## src/rtl/priv_regfile_pkg.sv

```systemverilog
package priv_regfile_pkg;
  localparam int unsigned NUM_REGS = 16;
  localparam int unsigned ADDR_W   = $clog2(NUM_REGS);
  localparam int unsigned NUM_CS   = 3;

  localparam int unsigned IDX_ZERO  = 0;
  localparam int unsigned IDX_GP_LO = 1;
  localparam int unsigned IDX_GP_HI = 8;
  localparam int unsigned IDX_IP    = 9;
  localparam int unsigned IDX_SP    = 10;
  localparam int unsigned IDX_FLG   = 11;
  localparam int unsigned IDX_CS0   = 12;
  localparam int unsigned IDX_PAGE  = 15;

  typedef enum logic [1:0] {
    WR_DROP = 2'd0,
    WR_FULL = 2'd1,
    WR_LOW  = 2'd2,
    WR_DENY = 2'd3
  } wr_kind_e;
endpackage

```

## src/rtl/regfile_wr_guard.sv

```systemverilog
module regfile_wr_guard
  import priv_regfile_pkg::*;
(
  input  logic              wr_en_i,
  input  logic [ADDR_W-1:0] wr_addr_i,
  input  logic              user_i,
  output wr_kind_e          kind_o,
  output logic              refuse_o
);
  logic [NUM_REGS-1:0] sup_ok;
  logic [NUM_REGS-1:0] usr_ok;

  for (genvar i = 0; i < NUM_REGS; i++) begin : g_perm
    localparam bit SupOk = (i != IDX_ZERO) && (i != IDX_IP);
    localparam bit UsrOk = ((i >= IDX_GP_LO) && (i <= IDX_GP_HI)) ||
                           (i == IDX_SP) || (i == IDX_CS0) || (i == IDX_FLG);
    assign sup_ok[i] = SupOk;
    assign usr_ok[i] = UsrOk;
  end

  always_comb begin
    kind_o = WR_DROP;
    if (wr_en_i && (wr_addr_i != ADDR_W'(IDX_ZERO))) begin
      if (user_i) begin
        if (!usr_ok[wr_addr_i])                   kind_o = WR_DENY;
        else if (wr_addr_i == ADDR_W'(IDX_FLG))   kind_o = WR_LOW;
        else                                      kind_o = WR_FULL;
      end else begin
        kind_o = sup_ok[wr_addr_i] ? WR_FULL : WR_DENY;
      end
    end
  end

  assign refuse_o = (kind_o == WR_DENY);
endmodule

```

## src/rtl/regfile_store.sv

```systemverilog
module regfile_store
  import priv_regfile_pkg::*;
#(
  parameter int unsigned DATA_W = 32
) (
  input  logic                     clk_i,
  input  logic                     rst_ni,
  input  wr_kind_e                 wr_kind_i,
  input  logic [ADDR_W-1:0]        wr_addr_i,
  input  logic [DATA_W-1:0]        wr_data_i,
  input  logic                     ip_we_i,
  input  logic [DATA_W-1:0]        ip_next_i,
  input  logic                     flg_we_i,
  input  logic [DATA_W-1:0]        flg_data_i,
  input  logic [NUM_CS-1:0]        cs_we_i,
  input  logic [NUM_CS*DATA_W-1:0] cs_data_i,
  output logic [NUM_REGS*DATA_W-1:0] regs_o
);
  localparam int unsigned HALF = DATA_W / 2;

  logic [DATA_W-1:0] q [NUM_REGS];

  for (genvar i = 0; i < NUM_REGS; i++) begin : g_reg
    if (i == IDX_ZERO) begin : g_zero
      assign q[i] = '0;
    end else begin : g_flop
      logic              hw_we;
      logic [DATA_W-1:0] hw_d;
      logic [DATA_W-1:0] r_q;
      logic [DATA_W-1:0] r_d;

      if (i == IDX_IP) begin : g_hw_ip
        assign hw_we = ip_we_i;
        assign hw_d  = ip_next_i;
      end else if (i == IDX_FLG) begin : g_hw_flg
        assign hw_we = flg_we_i;
        assign hw_d  = flg_data_i;
      end else if ((i >= IDX_CS0) && (i < IDX_CS0 + NUM_CS)) begin : g_hw_cs
        assign hw_we = cs_we_i[i-IDX_CS0];
        assign hw_d  = cs_data_i[(i-IDX_CS0)*DATA_W +: DATA_W];
      end else begin : g_hw_none
        assign hw_we = 1'b0;
        assign hw_d  = '0;
      end

      always_comb begin
        r_d = r_q;
        if (wr_addr_i == ADDR_W'(i)) begin
          if (wr_kind_i == WR_FULL)     r_d = wr_data_i;
          else if (wr_kind_i == WR_LOW) r_d = {r_q[DATA_W-1:HALF], wr_data_i[HALF-1:0]};
        end
        // hardware source wins over the port
        if (hw_we) r_d = hw_d;
      end

      always_ff @(posedge clk_i or negedge rst_ni) begin
        if (!rst_ni) r_q <= '0;
        else         r_q <= r_d;
      end

      assign q[i] = r_q;
    end
    assign regs_o[i*DATA_W +: DATA_W] = q[i];
  end

  p_ip_port_blocked_r3: assert property (@(posedge clk_i) disable iff (!rst_ni)
    !ip_we_i |=> $stable(q[IDX_IP]));

  p_ip_load_r3: assert property (@(posedge clk_i) disable iff (!rst_ni)
    ip_we_i |=> (q[IDX_IP] == $past(ip_next_i)));

  p_flag_upper_kept_r6: assert property (@(posedge clk_i) disable iff (!rst_ni)
    (wr_kind_i == WR_LOW && wr_addr_i == ADDR_W'(IDX_FLG) && !flg_we_i)
    |=> $stable(q[IDX_FLG][DATA_W-1:HALF]));

  p_deny_keeps_page_r5: assert property (@(posedge clk_i) disable iff (!rst_ni)
    (wr_kind_i == WR_DENY && wr_addr_i == ADDR_W'(IDX_PAGE)) |=> $stable(q[IDX_PAGE]));

  p_flg_hw_wins_r9: assert property (@(posedge clk_i) disable iff (!rst_ni)
    flg_we_i |=> (q[IDX_FLG] == $past(flg_data_i)));
endmodule

```

## src/rtl/regfile_rd_port.sv

```systemverilog
module regfile_rd_port
  import priv_regfile_pkg::*;
#(
  parameter int unsigned DATA_W = 32
) (
  input  logic [ADDR_W-1:0]          addr_i,
  input  logic [NUM_REGS*DATA_W-1:0] regs_i,
  output logic [DATA_W-1:0]          data_o
);
  assign data_o = regs_i[addr_i*DATA_W +: DATA_W];
endmodule

```

## src/rtl/priv_regfile.sv

```systemverilog
module priv_regfile
  import priv_regfile_pkg::*;
#(
  parameter int unsigned DATA_W = 32
) (
  input  logic                     clk_i,
  input  logic                     rst_ni,
  input  logic [ADDR_W-1:0]        rd_a_addr_i,
  output logic [DATA_W-1:0]        rd_a_data_o,
  input  logic [ADDR_W-1:0]        rd_b_addr_i,
  output logic [DATA_W-1:0]        rd_b_data_o,
  input  logic                     wr_en_i,
  input  logic [ADDR_W-1:0]        wr_addr_i,
  input  logic [DATA_W-1:0]        wr_data_i,
  input  logic                     user_i,
  input  logic                     ip_we_i,
  input  logic [DATA_W-1:0]        ip_next_i,
  input  logic                     flg_we_i,
  input  logic [DATA_W-1:0]        flg_data_i,
  input  logic [NUM_CS-1:0]        cs_we_i,
  input  logic [NUM_CS*DATA_W-1:0] cs_data_i,
  output logic                     prot_fault_o
);
  wr_kind_e                   wr_kind;
  logic                       refuse;
  logic                       fault_q;
  logic [NUM_REGS*DATA_W-1:0] regs;

  regfile_wr_guard u_guard (
    .wr_en_i  (wr_en_i),
    .wr_addr_i(wr_addr_i),
    .user_i   (user_i),
    .kind_o   (wr_kind),
    .refuse_o (refuse)
  );

  regfile_store #(.DATA_W(DATA_W)) u_store (
    .clk_i     (clk_i),
    .rst_ni    (rst_ni),
    .wr_kind_i (wr_kind),
    .wr_addr_i (wr_addr_i),
    .wr_data_i (wr_data_i),
    .ip_we_i   (ip_we_i),
    .ip_next_i (ip_next_i),
    .flg_we_i  (flg_we_i),
    .flg_data_i(flg_data_i),
    .cs_we_i   (cs_we_i),
    .cs_data_i (cs_data_i),
    .regs_o    (regs)
  );

  regfile_rd_port #(.DATA_W(DATA_W)) u_rd_a (
    .addr_i(rd_a_addr_i),
    .regs_i(regs),
    .data_o(rd_a_data_o)
  );

  regfile_rd_port #(.DATA_W(DATA_W)) u_rd_b (
    .addr_i(rd_b_addr_i),
    .regs_i(regs),
    .data_o(rd_b_data_o)
  );

  always_ff @(posedge clk_i or negedge rst_ni) begin
    if (!rst_ni) fault_q <= 1'b0;
    else         fault_q <= refuse;
  end
  assign prot_fault_o = fault_q;

  p_zero_reads_r2: assert property (@(posedge clk_i) disable iff (!rst_ni)
    (rd_a_addr_i == '0) |-> (rd_a_data_o == '0));

  p_ip_port_faults_r3: assert property (@(posedge clk_i) disable iff (!rst_ni)
    (wr_en_i && wr_addr_i == ADDR_W'(IDX_IP)) |=> prot_fault_o);

  p_user_page_faults_r5: assert property (@(posedge clk_i) disable iff (!rst_ni)
    (wr_en_i && user_i && wr_addr_i == ADDR_W'(IDX_PAGE)) |=> prot_fault_o);

  p_sup_no_fault_r4: assert property (@(posedge clk_i) disable iff (!rst_ni)
    (wr_en_i && !user_i && wr_addr_i != ADDR_W'(IDX_IP)) |=> !prot_fault_o);

  p_idle_no_fault_r7: assert property (@(posedge clk_i) disable iff (!rst_ni)
    !wr_en_i |=> !prot_fault_o);
endmodule

```

## config.mk

```make
export PLATFORM = sky130hd
export DESIGN_NAME = priv_regfile
export DESIGN_NICKNAME = d
export VERILOG_FILES = /design/src/rtl/priv_regfile_pkg.sv /design/src/rtl/regfile_wr_guard.sv /design/src/rtl/regfile_store.sv /design/src/rtl/regfile_rd_port.sv /design/src/rtl/priv_regfile.sv
export SDC_FILE = /design/constraint.sdc
export NUM_CORES = 1
export LEC_CHECK = 0
export ABC_CLOCK_PERIOD_IN_PS = 2180
export BUFFER_PORTS_ARGS = -buffer_cell sky130_fd_sc_hd__buf_2
export CAP_MARGIN = 20
export CORE_UTILIZATION = 40
export DETAILED_ROUTE_END_ITERATION = 10
export SYNTH_ARGS = -nofsm -noshare
export SYNTH_HDL_FRONTEND = slang
export SYNTH_SLANG_ARGS = --single-unit
```

## constraint.sdc

```tcl
create_clock -name clk_i -period 2.18 [get_ports clk_i]
set_input_delay 0.109 -clock clk_i [delete_from_list [all_inputs] [get_ports clk_i]]
set_output_delay 0.109 -clock clk_i [all_outputs]
set_load 0.01 [all_outputs]
```

==> results.md, run 1 <==
- Power density cells: between 800 and 900 nW/µm²
- Die footprint: between 60000 and 70000 µm²
- Skew-Pair Late Insertion Delay: 620 ps
- Core box area: about 67000 µm²
- Pre-antenna DRT Iters: 5
- Post-route antenna net violation count: 0
- Cells along the critical path: mux4_2 > a211oi_2 > a31oi_1 > buf_4 > buf_6
- Ports: 278
- Critical Path Fanout Max: 3
- RSZ-0062 raised after global routing: true
- Ys Warns: 0
- Layout cells sized above 1: 40.7%
- Sink Count: slightly below 500
- Synth top area share: ~44%
- Max-capacitance violation count: 0
- CTS H-Tree Depth: 2
- Crit Path Class: register to output port
- CTS Buf Count: 56
- Fin. Hold Viols: 0
- Syn_area_per_cell: 12.4 µm²
- Synth top cells by count: dfrtp_1, mux2_2, mux2i_1
- Data required, critical path: 2070 ps
- Vias in the first global route: 23400
- Tcrit/Tclk final: 102%
- TritonCTS clock tree: yes
- Slowest stage cell, crit path: mux4_2
- Nets@finish: 3043
- Post-route setup slack: -48.1 ps
- Routed Wire Length: 99.1 mm
- Syn Inst Count: ~2200
- Syn Nets: 2411
- DR DRC count: 0
- TNS Setup: -86.8 ps
- Ys async rst share: 100%
- CTS Buffer Depth: 3
- Starting Density: 40.6%
- Peak Freq: 449 MHz
- Crit path launch type: register
- Leakage: 16.2 nW
- Die width: 263 µm
- Synthesized cell area: 27300 µm²
- Mean routed wirelength per cell: 26.4 µm
- IO buf count: 277
- Yosys reg bits: between 400 and 500
- Critical path arrival: 2120 ps
- Clock transition at the registers of the reported paths: around 60 ps
- Hold Crit Class: primary input to async pin
- Post-DP HPWL: 63.9 mm
- Gpl congestion: 0.858
- Power consumption: ~30 mW
- Slew margin rel.: around a quarter
- EDFF count, synth: 0
- Final Skew: 0 ps
- DR vias/cell: 5.98
- Status: complete, but fails checks
- Reg2reg setup slack: 710 ps
- Violation count after the first detailed-route iteration: 1865
- Slew Limit Fails: 0
- DP Worst Slack: 25.2 ps
- Final setup fails: 4
- Largest cells by area after synthesis: dfrtp_1, mux2_2, mux2i_1, mux4_2, o21ai_0
- Period minus WS final: ~2200 ps
- Initial antenna violation count: 4
- Vias: 22400
- Yosys cell types: 39
- Remaining global-route overflow: 0
- Top-count cell post-synth: dfrtp_1
- Wire length of the first global-routing pass: 149 mm
- CTS root buf: clkbuf_16
- Crit path capture type: output port
- Synth area leader: dfrtp_1
- Die H: 263 µm
- Main synth FF type: dfrtp_1
- CP max stage delay: 500 ps
- Sequential-to-total area share from yosys stat: 44.1%
- Maximum number of pins on one net before global-route repair: roughly 80
- # rows: 95
- Tot GR Track Use: 28.4%
- Failing checks: setup timing
- Peak VDD IR: around 0.68 mV
- Area grow syn2layout: 34.2%
- Worst slew pin tran: 1130 ps
what timing repair did:
action	4_1_cts	5_1_grt
cloned	0	2
hold buffers	334	0
endpoints found under the hold margin	893	0
pin swaps	4	18
setup endpoints to repair	21	76
gates resized for setup	28	40
setup buffers	3	10
power breakdown:
part	switching, mW	internal, mW	leakage [nW]
clock network	3.99	6.26	0.990
logic	3.12	4.29	9.31
registers	1.59	10.8	5.91
final timing paths:
kind	from	to	cells after the start
setup / recovery	u_store.g_reg[11].g_flop.r_q[31]$_DFFE_PN0P_	rd_b_data_o[31]	5
hold reg to reg	u_store.g_reg[12].g_flop.r_q[11]$_DFFE_PN0P_	u_store.g_reg[12].g_flop.r_q[11]$_DFFE_PN0P_	2
hold / removal	rst_ni	u_store.g_reg[14].g_flop.r_q[30]$_DFFE_PN0P_	2
min in group clk_i	wr_data_i[10]	u_store.g_reg[6].g_flop.r_q[10]$_DFFE_PN0P_	2
setup reg to reg	u_store.g_reg[13].g_flop.r_q[31]$_DFFE_PN0P_	u_store.g_reg[13].g_flop.r_q[31]$_DFFE_PN0P_	4
max in group asynchronous	rst_ni	u_store.g_reg[15].g_flop.r_q[24]$_DFFE_PN0P_	3
sequential cells by signal (all words and copies together) (netlist names):
register	count
u_store.g.g_flop.r_q	480
prot_fault_o	1
logic make-up after synthesis:
family / share of synthesized area (%)
and+or+nand+nor: 3.79
AOI/OAI and AO/OA: 9.22
buffers and inverters: 3.77
adders and majority gates: 0.138
DFF: 44.1
muxes: 39.0
area by class of cell:
type | instances | area (µm²)
Inverter | 3 | 11.3
Clock buffer | 84 | 1720
Sequential cell | 481 | 12000
Timing Repair Buffer | 789 | 6770
Multi-Input combinational cell | 1496 | 14700
Fill cell | 5617 | 30700
Tap cell | 873 | 1090
Antenna cell | 4 | 10.0
Clock inverter | 20 | 302
cell usage in the layout, fill, tap and decap left out, types with 17 or more instances in the layout:
master,n
a21oi_1,62
a21oi_2,35
a221o_1,54
a221oi_2,19
a22oi_1,41
buf_12,47
buf_2,260
buf_4,138
clkbuf_16,60
clkbuf_8,17
dfrtp_1,481
dlygate4sd3_1,334
mux2_2,382
mux2i_1,339
mux4_2,129
nand2_1,167
o21ai_0,157
o22ai_1,18
worst max-delay path, delay by kind of cell (launching register included):
kind / cells / cell delay (ps)
AO/OA/AOI/OAI: 2 / 270
multiplexers: 1 / 500
buffers and inverters: 2 / 300
flip-flops: 1 / 420
stage by stage:
step | std cells | hold WS, ps | util, % | area (µm²)
finish | 3750 | 17.0 | 54.4 | 36600
global route | 3746 | 27.3 | 54.4 | 36600
CTS | 3734 | 1.10 | 53.9 | 36300
detailed placement | 3293 | 98.5 | 45.7 | 30800
global placement | 3293 | 99.8 | 45.7 | 30800
floorplan | 2195 | -187 | - | 27400
routing by layer:
layer,part of all wire [%],GRT usage (%)
met1,41,37.5
met2,48,46.7
met3,7.6,4.93
met4,3.7,10.6
met5,0,0
Note: power is estimated with default switching activity, not from simulation.
==> inputs of run 2 (changes only) <==
--- a/config.mk
+++ b/config.mk
@@ -10,6 +10,8 @@
 export CAP_MARGIN = 20
 export CORE_UTILIZATION = 40
 export DETAILED_ROUTE_END_ITERATION = 10
+export HOLD_SLACK_MARGIN = 0.06
+export RECOVER_POWER = 100
 export SYNTH_ARGS = -nofsm -noshare
 export SYNTH_HDL_FRONTEND = slang
 export SYNTH_SLANG_ARGS = --single-unit
==> run 2 against run 1 <==
  * The run still ends with setup timing left
  * Non-clock buffer count is 21 higher
  * Final cell count is 0.51% higher
  * First-iteration DRC count grew 0.43%
  * Cell area fell by 1.4%
  * Count of clock-buffer cells in the layout unchanged
  * Die area stayed put
  * Hold slack gained 120 ps
  * Total power shrank 0.40%
  * Critical endpoint unchanged
==> results.md, run 2 (synthesized netlist as in run 1, its figures left out) <==
- Die footprint: 69300 µm² (unchanged)
- Most frequent cells in the layout: dfrtp_1, mux2_2, dlygate4sd3_1
- Reg2Reg Depth: 4 (unchanged)
- Power density cells: 830 nW/µm² (+1.0%)
- Vias in the first global route: 23700 (+0.92%)
- Fin area: 36100 µm² (-1.4%)
- M1 GR Usage: 37.7% (+0.25 points)
- Leakage: 16.0 nW (-1.5%)
- Max reg flops: 480 (unchanged)
- Skew-Pair Late Insertion Delay: 620 ps (about the same)
- Hold WS: 139 ps (+122 ps)
- Peak VDD IR: 0.674 mV (-0.65%)
- Top reg by flops: u_store.g.g_flop.r_q
- TNS Setup: -114 ps (-27.0 ps)
- Sequential cell area: 12000 µm² (unchanged)
- Violation count after the first detailed-route iteration: 1873 (+0.43%)
- Grt met2 use: 47.3% (+0.54 points)
- Vias: 22500 (+0.61%)
- Critical path arrival: 2110 ps (about the same)
- Failing checks: setup timing
- Slew margin rel.: 8.56% (-15 points)
- Hold Crit Depth: 2
- Layout cells sized above 1: 38.1% (-2.5 points)
- Tcrit/Tclk final: 102% (-0.36 points)
- Commonest non-fill, non-tap cell in the layout: dfrtp_1
- # rows: 95 (unchanged)
- Max-capacitance violation count: 0 (unchanged)
- Tot GR Track Use: 28.7% (+0.26 points)
- Hold Crit Class: primary input to register
- Period minus WS final: 2220 ps (-7.89 ps)
- Crit path launch type: register
- Hold Crit Endpoint: u_store.g_reg[11].g_flop.r_q[22]$_DFFE_PN0P_
- Maximum number of pins on one net before global-route repair: 81 (unchanged)
- Final Skew: 0 ps (unchanged)
- RSZ-0062 raised after global routing: true
- Crit Path Class: register to output port
- Post-DP HPWL: 63.9 mm (unchanged)
- Filler cells: 5718 (+1.8%)
- Die H: 263 µm (unchanged)
- Peak Freq: 450 MHz (+0.36%)
- Reg2reg setup slack: 720 ps (about the same)
- Remaining global-route overflow: 0 (unchanged)
- Mean routed wirelength per cell: 26.4 µm (about the same)
- CTS Buf Count: 56 (unchanged)
- Cell count after placement: 3293 (unchanged)
- DR vias/cell: 5.98 (+0.10%)
- Data required, critical path: 2070 ps (about the same)
- Wire length of the first global-routing pass: 151 mm (+0.98%)
- Non-filler instance count after layout: 3769 (+0.51%)
- Sink Count: 481 (unchanged)
- Worst R2R End: u_store.g_reg[13].g_flop.r_q[31]$_DFFE_PN0P_
- Initial antenna violation count: 7 (+3)
- Area after DPL: 30800 µm² (unchanged)
- Slew Limit Fails: 0 (unchanged)
- Critical Path Fanout Max: 3 (unchanged)
- Core box area: 67300 µm² (unchanged)
- Area grow syn2layout: 32.3%
- Starting Density: 40.6% (unchanged)
- Global route hottest layer: met2
- Post-route antenna net violation count: 0 (unchanged)
- Final setup fails: 5 (+1)
- CTS H-Tree Depth: 2 (unchanged)
- Multi-input gate area: 14500 µm² (-1.0%)
- Routed Wire Length: 99.7 mm (+0.60%)
- DR DRC count: 0 (unchanged)
- Hold path start: flg_we_i
- Gpl congestion: 0.858 (unchanged)
- Worst slew pin tran: 1370 ps (+237 ps)
- IO buf count: 277 (unchanged)
- CTS root buf: clkbuf_16
- Status: complete, but fails checks
- Pre-antenna DRT Iters: 5 (unchanged)
- CTS Buffer Depth: 3 (unchanged)
- Fin. Hold Viols: 0 (unchanged)
- Post-route setup slack: -40.2 ps (+7.89 ps)
- TritonCTS clock tree: yes
- R2R Path Start: u_store.g_reg[13].g_flop.r_q[31]$_DFFE_PN0P_
- Nets@finish: 3064 (+0.69%)
- Crit path capture type: output port
- CP startpoint: u_store.g_reg[11].g_flop.r_q[31]$_DFFE_PN0P_
- Ports: 278 (unchanged)
- DP Worst Slack: 25.2 ps (unchanged)
- Routing usage on met3: 5.12% (+0.19 points)
- Die width: 263 µm (unchanged)
- Clock transition at the registers of the reported paths: 60 ps (about the same)
[run 2: changes by cell type in the layout (fill, tap and decap cells not counted), moves of 23 or more]
| cell | delta |
|---|---|
| dlygate4sd3_1 | +23 |
| buf_4 | -33 |
| buf_2 | -25 |
| clkbuf_2 | +45 |
| buf_12 | -30 |
| clkbuf_1 | +37 |
[run 2: layout make-up]
cell class                 instances  share of cell area, %
tap                              873                   3.03
inverter                           3                 0.0312
sequential                       481                   33.4
timing repair buffer             810                   17.7
clock inverter                    20                  0.836
multi-input combinational       1496                   40.2
clock buffer                      84                   4.76
antenna                            2                 0.0139
[run 2: worst max path at each step]
stage | endpoint
floorplan | u_store.g_reg[7].g_flop.r_q[21]$_DFFE_PN0P_
global placement | u_store.g_reg[11].g_flop.r_q[16]$_DFFE_PN0P_
detailed placement | u_store.g_reg[11].g_flop.r_q[16]$_DFFE_PN0P_
CTS | rd_b_data_o[31]
global route | rd_a_data_o[15]
finish | rd_b_data_o[31]
[run 2: timing repair]
action                                 in CTS  in global routing
resized for setup                          28                 23
endpoints found under the hold margin     961                  0
cloned                                      0                  1
pin swaps                                   4                  9
setup buffers                               3                  8
setup endpoints to repair                  21                 79
hold buffers                              360                  0
[run 2: report_power, final]
part	total (mW)	internal [mW]	switching (mW)
clock network	10.2	6.26	3.99
logic	7.29	4.21	3.09
registers	12.4	10.8	1.60
[run 2: per-stage QoR]
stage / total power [mW] / util [%]
2_1_floorplan: 16.5 / -
3_3_place_gp: 18.7 / 45.7
3_5_place_dp: 19.0 / 45.7
4_1_cts: 30.0 / 54.4
5_1_grt: 31.2 / 53.6
6_report: 30.0 / 53.6
[run 2: worst max-delay path: stages (launching register included)]
cell	delay, ps
dfrtp_1	420
mux4_2	500
a211oi_2	190
a31oi_1	80
buf_4	170
buf_6	120
[run 2: routing by layer]
| metal | wire, µm | part of all wire, % | vias to the layer above |
|---|---|---|---|
| met5 | 38 | 0.038 | - |
| met4 | 3620 | 3.6 | 6 |
| met3 | 8030 | 8.1 | 222 |
| met2 | 48100 | 48 | 1109 |
| met1 | 39900 | 40 | 11600 |
| li1 | - | - | 9596 |
==> inputs of run 3 (changes only) <==
--- a/config.mk
+++ b/config.mk
@@ -5,7 +5,7 @@
 export SDC_FILE = /design/constraint.sdc
 export NUM_CORES = 1
 export LEC_CHECK = 0
-export ABC_CLOCK_PERIOD_IN_PS = 2180
+export ABC_CLOCK_PERIOD_IN_PS = 2650
 export BUFFER_PORTS_ARGS = -buffer_cell sky130_fd_sc_hd__buf_2
 export CAP_MARGIN = 20
 export CORE_UTILIZATION = 40
==> constraint.sdc (replaced) <==
create_clock -name clk_i -period 2.65 [get_ports clk_i]
set_input_delay 0.1325 -clock clk_i [delete_from_list [all_inputs] [get_ports clk_i]]
set_output_delay 0.1325 -clock clk_i [all_outputs]
set_load 0.01 [all_outputs]
==> run 3 against run 2 <==
  * The run ends with capacitance limit, slew limit left
  * Clock power down 24%
  * First-iteration DRC count is 9.3% lower
  * Non-clock buffer count fell by 66
  * Global-route usage decreased by 0.58 points
  * Final cell count fell by 1.8%
  * Total power fell by 21%
  * Sequential power fell by 18%
  * Combinational power is 21% lower
  * Cell area down 2.7%
==> results.md, run 3 (synthesized netlist as in run 1, its figures left out) <==
- Slew margin rel.: -41.2% (-50 points)
- # rows: 95 (unchanged)
- Initial antenna violation count: 9 (+2)
- Slew Limit Fails: 354 (+354)
- Sequential cell area: 12000 µm² (unchanged)
- Period minus WS final: 2540 ps
- Leakage: 15.4 nW (-3.5%)
- Die H: 263 µm (unchanged)
- Skew-Pair Late Insertion Delay: 600 ps (-20 ps)
- Critical path arrival: 2400 ps (+290 ps)
- Final setup fails: 0 (-5)
- Peak VDD IR: 0.429 mV (-36%)
- Remaining global-route overflow: 0 (unchanged)
- Crit path launch type: primary input
- Post-DP HPWL: 62.6 mm (-2.1%)
- CTS root buf: clkbuf_16
- Clock transition at the registers of the reported paths: 60 ps (about the same)
- Sink Count: 481 (unchanged)
- Maximum number of pins on one net before global-route repair: 111 (+37%)
- Slowest stage cell, crit path: clkbuf_2
- Crit Path Class: primary input to output port
- Tcrit/Tclk final: 95.7%
- Vias in the first global route: 23100 (-2.2%)
- Most frequent cells in the layout: dfrtp_1, mux2_2, dlygate4sd3_1
- Critical Path Fanout Max: 16 (+13)
- Worst slew pin tran: 2120 ps (+746 ps)
- Data required, critical path: 2520 ps (+450 ps)
- Hold Crit Class: primary input to register
- Violation count after the first detailed-route iteration: 1698 (-9.3%)
- Peak Freq: between 300 and 400 MHz
- Failing checks: capacitance limit, slew limit
- Die width: 263 µm (unchanged)
- Tot GR Track Use: 28.1% (-0.58 points)
- Final Skew: 0 ps (unchanged)
- Max-capacitance violation count: 2 (+2)
- TritonCTS clock tree: yes
- Ports: 278 (unchanged)
- Gpl congestion: 0.859 (about the same)
- TNS Setup: 0 ps (+114 ps)
- Nets@finish: 2996 (-2.2%)
- Multi-input gate area: 14300 µm² (-1.6%)
- CTS Buffer Depth: 3 (unchanged)
- CP max stage delay: 490 ps (about the same)
- Fin. Hold Viols: 0 (unchanged)
- RSZ-0062 raised after global routing: false
- Post-route antenna net violation count: 0 (unchanged)
- Area grow syn2layout: 28.7%
- Status: complete, but fails checks
- Power density cells: 677 nW/µm² (-18%)
- Worst path most repeated cell: clkbuf_2
- Core box area: 67300 µm² (unchanged)
- Wire length of the first global-routing pass: 147 mm (-2.6%)
- IO buf count: 277 (unchanged)
- Top reg by flops: u_store.g.g_flop.r_q
- CTS H-Tree Depth: 2 (unchanged)
- Die footprint: 69300 µm² (unchanged)
- Starting Density: 40.6% (unchanged)
- Max reg flops: 480 (unchanged)
- DR DRC count: 0 (unchanged)
- Cells along the critical path: clkbuf_2 > buf_4 > nand2_1 > nor2_4 > clkbuf_2 > a221o_1 > a21oi_1 > clkbuf_2
- DR vias/cell: 5.93 (-0.85%)
- CTS Buf Count: 54 (-3.6%)
- Mean routed wirelength per cell: 26.4 µm (about the same)
- Filler cells: 5828 (+1.9%)
- Crit path capture type: output port
- Commonest non-fill, non-tap cell in the layout: dfrtp_1
- Vias: 22000 (-2.6%)
- Layout cells sized above 1: 33.8% (-4.3 points)
- CP top delay family: buffers and inverters
- Buf+Inv Stages, Crit Path: 4 (+2)
- Power consumption: 23.8 mW (-21%)
- Pre-antenna DRT Iters: 6 (+1)
- Routed Wire Length: 97.8 mm (-1.9%)
==> run 3: what timing repair did <==
| item | CTS | global route |
|---|---|---|
| hold buffers | 346 | 0 |
| gates resized for setup | 0 | 2 |
| setup buffers | 0 | 0 |
| endpoints found under the setup margin | 0 | 12 |
| endpoints found under the hold margin | 918 | 0 |
==> run 3: final timing paths <==
kind                                                              start                                           end  slack, ps  cells after the start
max                                                      rd_b_addr_i[0]                               rd_b_data_o[26]        110                      8
min                                                       wr_data_i[12]  u_store.g_reg[11].g_flop.r_q[12]$_DFFE_PN0P_         90                      3
max reg2reg                u_store.g_reg[12].g_flop.r_q[23]$_DFFE_PN0P_  u_store.g_reg[12].g_flop.r_q[23]$_DFFE_PN0P_       1230                      3
min reg2reg                 u_store.g_reg[13].g_flop.r_q[4]$_DFFE_PN0P_   u_store.g_reg[13].g_flop.r_q[4]$_DFFE_PN0P_        510                      2
max in group asynchronous                                        rst_ni  u_store.g_reg[14].g_flop.r_q[18]$_DFFE_PN0P_        470                      3
min in group asynchronous                                        rst_ni  u_store.g_reg[11].g_flop.r_q[26]$_DFFE_PN0P_        440                      3
==> run 3: per-layer routing <==
layer  GRT usage (%)  vias to the layer above  wire length, µm
li1                -                     9438                -
met1            36.3                    11400            40000
met2            47.3                      910            47400
met3            5.04                      200             6950
met4            9.70                        6             3380
met5               0                        -               40
==> run 3: layout make-up <==
| cell class | count | share of cell area, % |
|---|---|---|
| antenna | 5 | 0.0356 |
| clock buffer | 84 | 4.81 |
| clock inverter | 15 | 0.438 |
| inverter | 3 | 0.0321 |
| multi-input combinational | 1496 | 40.7 |
| sequential | 481 | 34.3 |
| tap | 873 | 3.11 |
| timing repair buffer | 744 | 16.6 |
==> run 3: where the power goes <==
| group | internal, mW | switching [mW] |
|---|---|---|
| Sequential | 8.90 | 1.33 |
| Combinational | 3.32 | 2.43 |
| Clock | 4.64 | 3.16 |
==> run 3: worst register-to-register path: cells and delay by family, from the launching register on <==
kind | cells | cell delay (ps)
buffers and inverters | 1 | 590
AOI/OAI and AO/OA | 1 | 90
muxes | 1 | 170
DFF | 1 | 450
==> run 3: per-stage QoR <==
step | area [µm²] | util [%] | cells | worst slack (ps) | hold WS, ps
floorplan | 27300 | - | 2195 | 208 | -163
global placement | 30300 | 45.0 | 3251 | 140 | -5.33
detailed placement | 30300 | 45.0 | 3251 | 147 | -9.48
CTS | 35600 | 52.9 | 3696 | 208 | 66.3
global route | 35100 | 52.2 | 3698 | 40.6 | 89.7
finish | 35100 | 52.2 | 3701 | 113 | 86.6
